**src/rtl/dual_edge_irq.sv**
```systemverilog
module dual_edge_irq #(
  parameter int FILT_CYCLES = 50
) (
  input  logic       clk,
  input  logic       rst_n,
  input  logic       gen_pin,
  input  logic       vsync_pin,
  input  logic [4:0] bus_addr,
  input  logic [3:0] bus_wdata,
  input  logic       bus_we,
  output logic [3:0] bus_rdata,
  output logic       gen_irq,
  output logic       vsync_irq
);
  localparam int          CW         = $clog2(FILT_CYCLES + 1);
  localparam int          QW         = $clog2(15 * FILT_CYCLES + 1);
  localparam logic [4:0]  ADDR_LEVEL = 5'h0F;
  localparam logic [4:0]  ADDR_WIDTH = 5'h17;
  localparam logic [4:0]  ADDR_EDGE  = 5'h1F;

  logic [1:0]    meta, sync, filt, pol, prev, lvl;
  logic [CW-1:0] fcnt [2];
  logic [3:0]    wsel;
  logic [QW-1:0] qcnt;
  logic          qreg;
  logic [QW-1:0] qlim;

  assign qlim = QW'(wsel) * QW'(FILT_CYCLES);
  assign lvl  = {filt[1], (wsel == 4'd0) ? filt[0] : qreg};

  always_ff @(posedge clk or negedge rst_n) begin
    if (!rst_n) begin
      meta <= '0;
      sync <= '0;
      filt <= '0;
      pol  <= '0;
      prev <= '0;
      wsel <= '0;
      qcnt <= '0;
      qreg <= 1'b0;
      for (int i = 0; i < 2; i++) fcnt[i] <= '0;
    end else begin
      meta <= {vsync_pin, gen_pin};
      sync <= meta;
      for (int i = 0; i < 2; i++) begin
        if (sync[i] == filt[i]) begin
          fcnt[i] <= '0;
        end else if (fcnt[i] == CW'(FILT_CYCLES - 1)) begin
          filt[i] <= sync[i];
          fcnt[i] <= '0;
        end else begin
          fcnt[i] <= fcnt[i] + 1'b1;
        end
      end
      if (filt[0] == qreg) begin
        qcnt <= '0;
      end else if (wsel == 4'd0 || qcnt == qlim - 1'b1) begin
        qreg <= filt[0];
        qcnt <= '0;
      end else begin
        qcnt <= qcnt + 1'b1;
      end
      prev <= lvl;
      if (bus_we) begin
        if (bus_addr == ADDR_EDGE)  pol  <= bus_wdata[1:0];
        if (bus_addr == ADDR_WIDTH) wsel <= bus_wdata;
      end
    end
  end

  assign gen_irq   = (prev[0] ^ lvl[0]) & (lvl[0] ^ pol[0]);
  assign vsync_irq = (prev[1] ^ lvl[1]) & (lvl[1] ^ pol[1]);

  always_comb begin
    case (bus_addr)
      ADDR_EDGE:  bus_rdata = {2'b00, pol};
      ADDR_LEVEL: bus_rdata = {2'b00, lvl};
      ADDR_WIDTH: bus_rdata = wsel;
      default:    bus_rdata = 4'h0;
    endcase
  end
endmodule


```
**config.mk**
```make
export PLATFORM = sky130hd
export DESIGN_NAME = dual_edge_irq
export DESIGN_NICKNAME = d
export VERILOG_FILES = /design/src/rtl/dual_edge_irq.sv
export SDC_FILE = /design/constraint.sdc
export NUM_CORES = 1
export LEC_CHECK = 0
export ABC_CLOCK_PERIOD_IN_PS = 6100
export BUFFER_PORTS_ARGS = -buffer_cell sky130_fd_sc_hd__clkbuf_2
export CAP_MARGIN = 20
export CORE_UTILIZATION = 35
export CTS_CLUSTER_SIZE = 28
export DETAILED_ROUTE_END_ITERATION = 16
export REMOVE_ABC_BUFFERS = 1
export SYNTH_ARGS = -nofsm -noshare
export SYNTH_HDL_FRONTEND = slang
export SYNTH_SLANG_ARGS = --single-unit
```
**constraint.sdc**
```tcl
create_clock -name clk -period 6.1 [get_ports clk]
set_input_delay 0.305 -clock clk [delete_from_list [all_inputs] [get_ports clk]]
set_output_delay 0.305 -clock clk [all_outputs]
set_load 0.01 [all_outputs]
```
* Word-level counts from Yosys, hierarchy flattened
Index checks and enable logic that the tools add are counted.
Operators by class: div/mod/pow operators 0, reduce and logical (&&, ||, !) cells 7, add/sub/neg operators 4, $lt $le $gt $ge 0, $mul 1, multiplexer cells 8, shift operators 0, bitwise logic cells 9, eq/ne operators 9
Operators with widths (number):
- 2-to-1 mux 6 bit | 4
- 2-to-1 mux 10 bit | 2
- adder 6 x 1 -> 6 bit (second input constant) | 2
- == test 6 bit (second input constant) | 2
- case mux 4 bit (3 select lines) | 1
- adder 10 x 1 -> 10 bit (second input constant) | 1
- == test 10 bit | 1
- == test 5 bit (second input constant) | 2
- AND reduction 2 bit | 5
- subtractor 10 x 1 -> 10 bit (second input constant) | 1
- multiplier 4 x 5 -> 9 bit (second input constant) | 1
- == test 5 x 4 -> 1 bit (second input constant) | 1
- logical NOT 4 bit | 1
- bitwise XOR 1 bit | 4
- == test 1 bit | 3
- NOT 1 bit | 3
- AND 1 bit | 2
- logical OR 1 bit | 1
- 2-to-1 mux 1 bit | 1
Word-level totals: memories 0, register bits 37, output and inout port bits 6, word-level logic and storage cells 49, input bits 14, memory bits (writable) 0, bits in latches 0, ROM bits 0

* Logic depth before layout (Yosys ltp)
Gate-level depths: netlist (run 1).
depth in word-level cells 6, depth in mapped cells 11, depth with buffers taken out 11

* Worst setup path before layout (run 1)
Ideal clock, no wire load.
kind reg2reg, start point reg wsel[0], end point reg qreg, data arrival time 3.130 ns, buffers on the path 0, period minus slack after synthesis 3.258 ns, data required time 5.972 ns, stages on the path, launching flop included 12, setup time 0.128 ns, setup slack 2.842 ns, path through dfrtp_1 > inv_1 > ha_1 > ha_1 > inv_1 > fa_1 > xnor2_1 > xnor2_1 > nand4_1 > or4_4 > o31ai_1 > mux2_1
Between the ends: word-level cells in the longest chain between the ends 5, elaborated cells on any way between the ends 6, classes of those cells add/sub: 1; mul: 1; eq/ne: 1; reduce/logical: 3
RTL lines:
- start: declaration | line 23 | logic [3:0] wsel;
- start signal: assignment | line 66 | if (bus_addr == ADDR_WIDTH) wsel <= bus_wdata;
- multiplier 4 x 5 -> 9 bit | line 28 | assign qlim = QW'(wsel) * QW'(FILT_CYCLES);
- subtractor 10 x 1 -> 10 bit | line 57 | end else if (wsel == 4'd0 || qcnt == qlim - 1'b1) begin
- == test 10 bit | line 57
- logical OR 1 bit * | line 57
- AND reduction 2 bit (no line) *
- end signal: assignment | line 58 | qreg <= filt[0];
- end: declaration | line 25 | logic qreg;
Every way passes the cells marked *; elsewhere a longest branch is shown, timed or not. A chain may end at the register's enable or synchronous reset.

* Worst setup path in the final report (run 1)
start point reg wsel[0], end point reg qcnt[5]
Between the ends: word-level cells in the longest chain between the ends 6, elaborated cells on any way between the ends 7, classes of those cells add/sub: 1; mul: 1; eq/ne: 1; mux: 2; reduce/logical: 2
RTL lines:
- multiplier 4 x 5 -> 9 bit | line 28
- subtractor 10 x 1 -> 10 bit | line 57
- == test 10 bit | line 57
- logical OR 1 bit * | line 57
- 2-to-1 mux 10 bit * | line 57
- 2-to-1 mux 10 bit * | line 55 | if (filt[0] == qreg) begin
- end signal: assignment | line 61 | qcnt <= qcnt + 1'b1;
- end: declaration | line 24 | logic [QW-1:0] qcnt;
Marks and branches as above.

==> metrics.md, run 1 <==
| Metric | Value |
|---|---|
| Commonest non-fill, non-tap cell in the layout | dfrtp_1 |
| Core Area | 0.00592 mm² |
| Antenna cells | 0 |
| Critical path's top delay family | adder cells |
| Cells after Synth | around 210 |
| CTS max path bufs | 2 |
| Top cells by area, synth | dfrtp_1 43%, ha_1 9.9%, xnor2_1 6.5% |
| Top cell type's share of synthesized area | between 40% and 50% |
| Crit Reg-Reg Endpoint | qcnt[5] |
| CP Capture Type | register |
| Hold Buf Count CTS | 0 |
| Cell Area, Synth | 0.00214 mm² |
| Reg2reg path depth | 11 |
| Die footprint | around 0.0064 mm² |
| # resized after CTS | 0 |
| Post-route minimum period | between 3 and 4 ns |
| Crit-path max FO | 10 |
| First-pass GRT wire length | around 6600 µm |
| Slew at the pin with the worst max-slew slack | 0.955 ns |
| Status | finished clean |
| Post-route ant nets | 0 |
| Crit Path Class | reg2reg |
| CP Capture Point | qcnt[5] |
| Synth unique cells | 36 |
| Pwr Density | 303 mW/mm² |
| Global placement routability congestion | 0.839 |
| Hold slack | 0.118 ns |
| Drt drc | 0 |
| Fill cells | 583 |
| Final setup viols | 0 |
| R2r startpoint | wsel[0] |
| Critical path launch point | wsel[0] |
| Syn avg cell area | 10.0 µm² |
| Largest net degree at the start of global routing | 38 |
| Root Driver | clkbuf_8 |
| # H-tree levels | 2 |
| Crit path arrival time | 3.71 ns |
| Total GRT Usage | 13.5% |
| HP Class | in2reg |
| Sequential fraction of the synthesis area | 43.2% |
| Hpwl dp | 2910 µm |
| Worst Path Required | between 6 and 7 ns |
| Most frequent cells in the layout | 37 x dfrtp_1, 33 x nor2_1, 19 x clkbuf_2 |
| Post-synth top area cell | dfrtp_1 |
| Yosys warning count | 0 |
| Worst path depth | 11 |
| Clock sink count | 37 |
| Initial antenna violation count | 0 |
| Worst Skew | just over 0.009 ns |
| Multi-input gate area | 0.00116 mm² |
| Cell Chain, Critical Path | inv_1, ha_1, ha_1, inv_1, fa_1, xnor2_1, xnor2_1, nand4_1, or4_4, o311ai_4, nor2_1 |
| CTS tree | yes |
| Initial core utilization | 36.2% |
| Die width | 80.2 µm |
| FMAX | 282 MHz |
| Flops & latches, synth | 37 |
| Number of global-route vias before repair | 1494 |
| Post-placement cell count | 307 |
| WL/cell | 12.4 µm |
| Buffers on Ports | 19 |
| Final hold viol count | 0 |
| Slew margin rel. | 36.3% |
| Clk slew on worst S/H paths | 0.08 ns |
| RSZ-0062 raised after global routing | no |
| Max-cap violations | 0 |
| Slew Viols, Final | 0 |
| DRT Pass-1 Iters | 4 |
| Setup bufs post-CTS | 0 |
| Hold depth | 1 |
| Clock Latency Late Sink | roughly 0.29 ns |
| DR iter-0 viols | 74 |
| Slowest-stage cell, CP | or4_4 |
| FF/Latch Area | roughly 930 µm² |
| Final std cells w/o fill | approximately 320 |
| Setup slack, reg-to-reg | 2.55 ns |
| Layout cell share with drive strength beyond 1 | 15.0% |
| Routed wire length | about 3900 µm |
| Avg Vias per Cell | approximately 4.8 |
| GR Overflow Total | 0 |
| Setup tns final | 0 ns |
| Worst Path Buf+Inv | 2 |
| Area growth syn-to-layout | 13.9% |
| Cts bufs inserted | 5 |
| CP Launch Type | register |
| Io pins | 20 |
| Standby leakage power | 0.00111 µW |
| Critical Path Max Stage Delay | roughly 0.57 ns |
| Max VDD drop | between 0.1 and 0.15 mV |
| FP Rows | 28 |
| Layout Nets | 271 |
| Die Ht | 80.2 µm |
| Fin crit share | around three fifths |
| Via count | 1509 |
## worst min path at each step
stage / startpoint / end / slack (ns)
2_1_floorplan: rst_n / fcnt[0] / 0.009
3_3_place_gp: meta[0] / sync[0] / 0.33
3_5_place_dp: meta[1] / sync[1] / 0.33
4_1_cts: gen_pin / meta[0] / 0.12
5_1_grt: vsync_pin / meta[1] / 0.11
6_report: gen_pin / meta[0] / 0.12
## state kept, by name (all words and copies together) (netlist names)
signal  flops
qcnt       10
meta        2
qreg        1
prev        2
fcnt       12
wsel        4
filt        2
pol         2
sync        2
## worst register-to-register path, stage by stage (launching register included)
cell and delay [ns]:
dfrtp_1 0.49, inv_1 0.12, ha_1 0.34, ha_1 0.24, inv_1 0.08, fa_1 0.48, xnor2_1 0.23, xnor2_1 0.14
nand4_1 0.10, or4_4 0.57, o311ai_4 0.52, nor2_1 0.11
## kinds of logic after synthesis
kind of cell	after synthesis	synth area share (%)
AND/OR/NAND/NOR	83	18.6
flip-flops	37	43.2
XOR/XNOR	32	13.1
AO/OA/AOI/OAI	23	8.06
adder cells (fa/ha/maj)	18	10.9
buffers and inverters	14	2.45
multiplexers	7	3.68
## cell usage after synthesis (all sizes together)
cell type  instances
dfrtp             37
nor2              33
ha                17
nand2             17
xnor2             16
xor2              16
inv               13
nand3             12
mux2               7
o21ai              7
and2               5
nand4              5
a31oi              3
nor2b              3
a21oi              2
and3               2
a211o              1
a21boi             1
a22oi              1
a2bb2oi            1
clkbuf             1
fa                 1
nand2b             1
nor3b              1
nor4b              1
nor4bb             1
o2111a             1
o211ai             1
o22ai              1
o2bb2ai            1
o311ai             1
o31ai              1
o32ai              1
or2b               1
or4                1
## where the power goes
| part | switching, µW | internal [µW] |
|---|---|---|
| Clock | 92.4 | 122 |
| Sequential | 18.4 | 258 |
| Combinational | 140 | 108 |
| Total | 250 | 489 |
## layer usage
layer | track usage (%) | part of all wire [%] | vias to the layer above
met5 | 0 | 0 | -
met4 | 4.29 | 1.3 | 0
met3 | 3.52 | 4.4 | 6
met2 | 21.5 | 44 | 29
met1 | 17.7 | 50 | 704
li1 | - | - | 770
## stage by stage
step / utilization, % / area, µm² / total power, µW / setup slack, ns
2_1_floorplan: - / 2140 / 473 / 2.84
5_1_grt: 41.2 / 2440 / 792 / 2.29
3_3_place_gp: 39.3 / 2330 / 525 / 2.70
6_report: 41.2 / 2440 / 740 / 2.55
4_1_cts: 41.2 / 2440 / 747 / 2.57
3_5_place_dp: 39.3 / 2330 / 530 / 2.56
## area by class of cell
class                   count  area share, %
clock buffers               5           2.82
flip-flops and latches     37           37.9
inverters                  13           2.00
well taps                  75           3.85
multi-input cells         163           47.7
clock inverters             3           1.79
repair buffers             19           3.90
No activity file was read; power rests on OpenSTA's default activity.
==> inputs of run 2 (changes only) <==
--- a/config.mk
+++ b/config.mk
@@ -5,7 +5,7 @@
 export SDC_FILE = /design/constraint.sdc
 export NUM_CORES = 1
 export LEC_CHECK = 0
-export ABC_CLOCK_PERIOD_IN_PS = 6100
+export ABC_CLOCK_PERIOD_IN_PS = 3700
 export BUFFER_PORTS_ARGS = -buffer_cell sky130_fd_sc_hd__clkbuf_2
 export CAP_MARGIN = 20
 export CORE_UTILIZATION = 35
==> constraint.sdc (replaced) <==
create_clock -name clk -period 3.7 [get_ports clk]
set_input_delay 0.185 -clock clk [delete_from_list [all_inputs] [get_ports clk]]
set_output_delay 0.185 -clock clk [all_outputs]
set_load 0.01 [all_outputs]
==> run 2 against run 1 <==
Against the previous run: maximum frequency increased by 4.2%; utilization is 0.82 points higher; non-clock buffer count rose by 4; worst setup slack got worse by 2.3 ns; power rose by 65%; worst hold slack lost 0.090 ns; first-iteration DRC count fell by 5.4%; flip-flop and latch count is the same; clock-buffer cell count stayed put; via count up 2.3%; largest power group unchanged.
==> metrics.md, run 2 (synthesized netlist as in run 1, its figures left out) <==
| Metric | Value |
|---|---|
| Status | finished clean |
| Area growth syn-to-layout | 16.2% |
| Die width | 80.2 µm (unchanged) |
| Clock sink count | 37 (unchanged) |
| Hpwl dp | 2840 µm (-2.3%) |
| Clock Latency Late Sink | 0.29 ns (about the same) |
| Comb power frac | 34.1% (+0.6 points) |
| Root Driver | clkbuf_8 |
| Buffers on Ports | 19 (unchanged) |
| NetSw | 411 µW (+64%) |
| WL/cell | 12.1 µm (-2.4%) |
| Routed wire length | 3870 µm (-1.2%) |
| Die footprint | 0.00644 mm² (unchanged) |
| CP Launch Type | register |
| Final setup viols | 0 (unchanged) |
| Fill cells | 569 (-2.4%) |
| Core Area | 0.00592 mm² (unchanged) |
| Slew Viols, Final | 0 (unchanged) |
| Max VDD drop | 0.191 mV (+50%) |
| Antenna cells | 0 (unchanged) |
| Pwr Density | 491 mW/mm² (+62%) |
| Final hold viol count | 0 (unchanged) |
| DRT Pass-1 Iters | 4 (unchanged) |
| CTS tree | yes |
| Initial core utilization | 36.2% (unchanged) |
| Via count | 1543 (+2.3%) |
| Layout Nets | 275 (+1.5%) |
| Total GRT Usage | 14.1% (+0.68 points) |
| Slew margin rel. | 36.4% (+0.093 points) |
| PnR worst setup slack | 0.297 ns (-2.26 ns) |
| Clk slew on worst S/H paths | 0.08 ns (about the same) |
| RSZ-0062 raised after global routing | no |
| HP Class | in2async |
| Largest net degree at the start of global routing | 38 (unchanged) |
| FMAX | 294 MHz (+4.2%) |
| Switching Share | 33.6% (-0.25 points) |
| First-pass GRT wire length | 6910 µm (+4.6%) |
| FF/Latch Area | 927 µm² (+0.14%) |
| FP Rows | 28 (unchanged) |
| Top Registers | fcnt (12), qcnt (10), wsel (4) |
| Reg2reg path depth | 11 (unchanged) |
| Standby leakage power | 0.00113 µW (+2.1%) |
| DR iter-0 viols | 70 (-5.4%) |
| Number of global-route vias before repair | 1514 (+1.3%) |
| Multi-input gate area | 0.00116 mm² (unchanged) |
| Most frequent cells in the layout | 36 x dfrtp_1, 33 x nor2_1, 19 x clkbuf_2 |
| Max FFs per register | 12 (unchanged) |
| Crit path arrival time | 3.58 ns (-0.13 ns) |
| Worst Path Required | 3.88 ns (-2.38 ns) |
| GR Overflow Total | 0 (unchanged) |
| Crit-path max FO | 6 (-4) |
| Setup tns final | 0 ns (unchanged) |
| # H-tree levels | 2 (unchanged) |
| Pre-CTS setup slack | 0.166 ns (-2.39 ns) |
| Post-route minimum period | 3.40 ns (-0.143 ns) |
| Cts bufs inserted | 5 (unchanged) |
| Post-route ant nets | 0 (unchanged) |
| Drt drc | 0 (unchanged) |
| Commonest non-fill, non-tap cell in the layout | dfrtp_1 |
| CP Capture Type | register |
| Top reg by flops | fcnt |
| Max-cap violations | 0 (unchanged) |
| CTS max path bufs | 2 (unchanged) |
| Initial antenna violation count | 0 (unchanged) |
| Io pins | 20 (unchanged) |
| Crit Path Class | reg2reg |
| Slew at the pin with the worst max-slew slack | 0.954 ns (-0.00139 ns) |
| Pint | 812 µW (+66%) |
| Die Ht | 80.2 µm (unchanged) |
| Global placement routability congestion | 0.837 (-0.23%) |
| Clk network pwr share | 29.0% (about the same) |
| Sequential share of power | 36.8% (-0.6 points) |
| Avg Vias per Cell | 4.84 (+0.97%) |
| Fin crit share | 92.0% (+34 points) |
| Worst Skew | 0.00830 ns (-0.000874 ns) |
| Layout cell share with drive strength beyond 1 | 16.0% (+0.98 points) |
[run 2: cell types whose count changed in the layout (fill, tap and decap cells not counted)]
cell,change
dfrtp_2,+1
buf_4,+1
dfrtp_1,-1
dlygate4sd3_1,+2
buf_12,+1
[run 2: final cells by class]
class                   count  area share, %
repair buffers             23           5.73
multi-input cells         163           46.8
inverters                  13           1.96
flip-flops and latches     37           37.3
clock inverters             3           1.76
well taps                  75           3.77
clock buffers               5           2.77
[run 2: stage by stage]
| step | utilization, % | instance area [µm²] | power [µW] | hold WS (ns) | cells |
|---|---|---|---|---|---|
| floorplan | - | 2140 | 779 | -0.111 | 213 |
| global placement | 39.4 | 2330 | 869 | 0.300 | 308 |
| detailed placement | 39.4 | 2330 | 876 | 0.296 | 308 |
| CTS | 41.7 | 2470 | 1240 | 0.0696 | 318 |
| global route | 42.0 | 2490 | 1320 | 0.100 | 319 |
| finish | 42.0 | 2490 | 1220 | 0.0280 | 319 |
[run 2: final timing paths]
| kind | from | end | slack (ns) |
|---|---|---|---|
| max | wsel[0] | qreg | 0.30 |
| min | rst_n | qcnt[7] | 0.03 |
| max reg2reg | wsel[0] | qreg | 0.30 |
| min reg2reg | meta[0] | sync[0] | 0.35 |
| max in group asynchronous | rst_n | wsel[0] | 3.01 |
| min in group clk | bus_wdata[2] | wsel[2] | 0.10 |
[run 2: what timing repair did]
| action | 4_1_cts | 5_1_grt |
|---|---|---|
| buffers inserted | 0 | 1 |
| hold buffers | 2 | 0 |
| gates resized for setup | 0 | 1 |
| endpoints found under the setup margin | 0 | 10 |
| endpoints found under the hold margin | 2 | 0 |
[run 2: per-layer routing]
| layer | up-vias | part of all wire (%) | routed length [µm] | global-route usage (%) |
|---|---|---|---|---|
| met1 | 728 | 51 | 1980 | 19.6 |
| met5 | - | 0 | 0 | 0 |
| met4 | 0 | 1.1 | 41 | 4.29 |
| met3 | 4 | 4.0 | 154 | 4.09 |
| met2 | 28 | 44 | 1690 | 21.2 |
| li1 | 783 | - | - | - |
[run 2: power by group through the flow]
stage | clock (µW) | combinational (µW) | sequential (µW)
after CTS | 366 | 422 | 450
after global routing | 390 | 473 | 455
after detailed placement | 0 | 417 | 458
final | 355 | 418 | 451
after floorplan | 0 | 325 | 454
after global placement | 0 | 412 | 457
[run 2: worst max-delay path, stage by stage, from the launching register on]
cell	delay, ns
dfrtp_2	0.43
inv_1	0.09
ha_1	0.32
ha_1	0.19
inv_1	0.06
fa_1	0.58
nor3b_1	0.27
nand2_1	0.10
xnor2_1	0.13
or4_4	0.51
o31ai_1	0.27
mux2_1	0.34
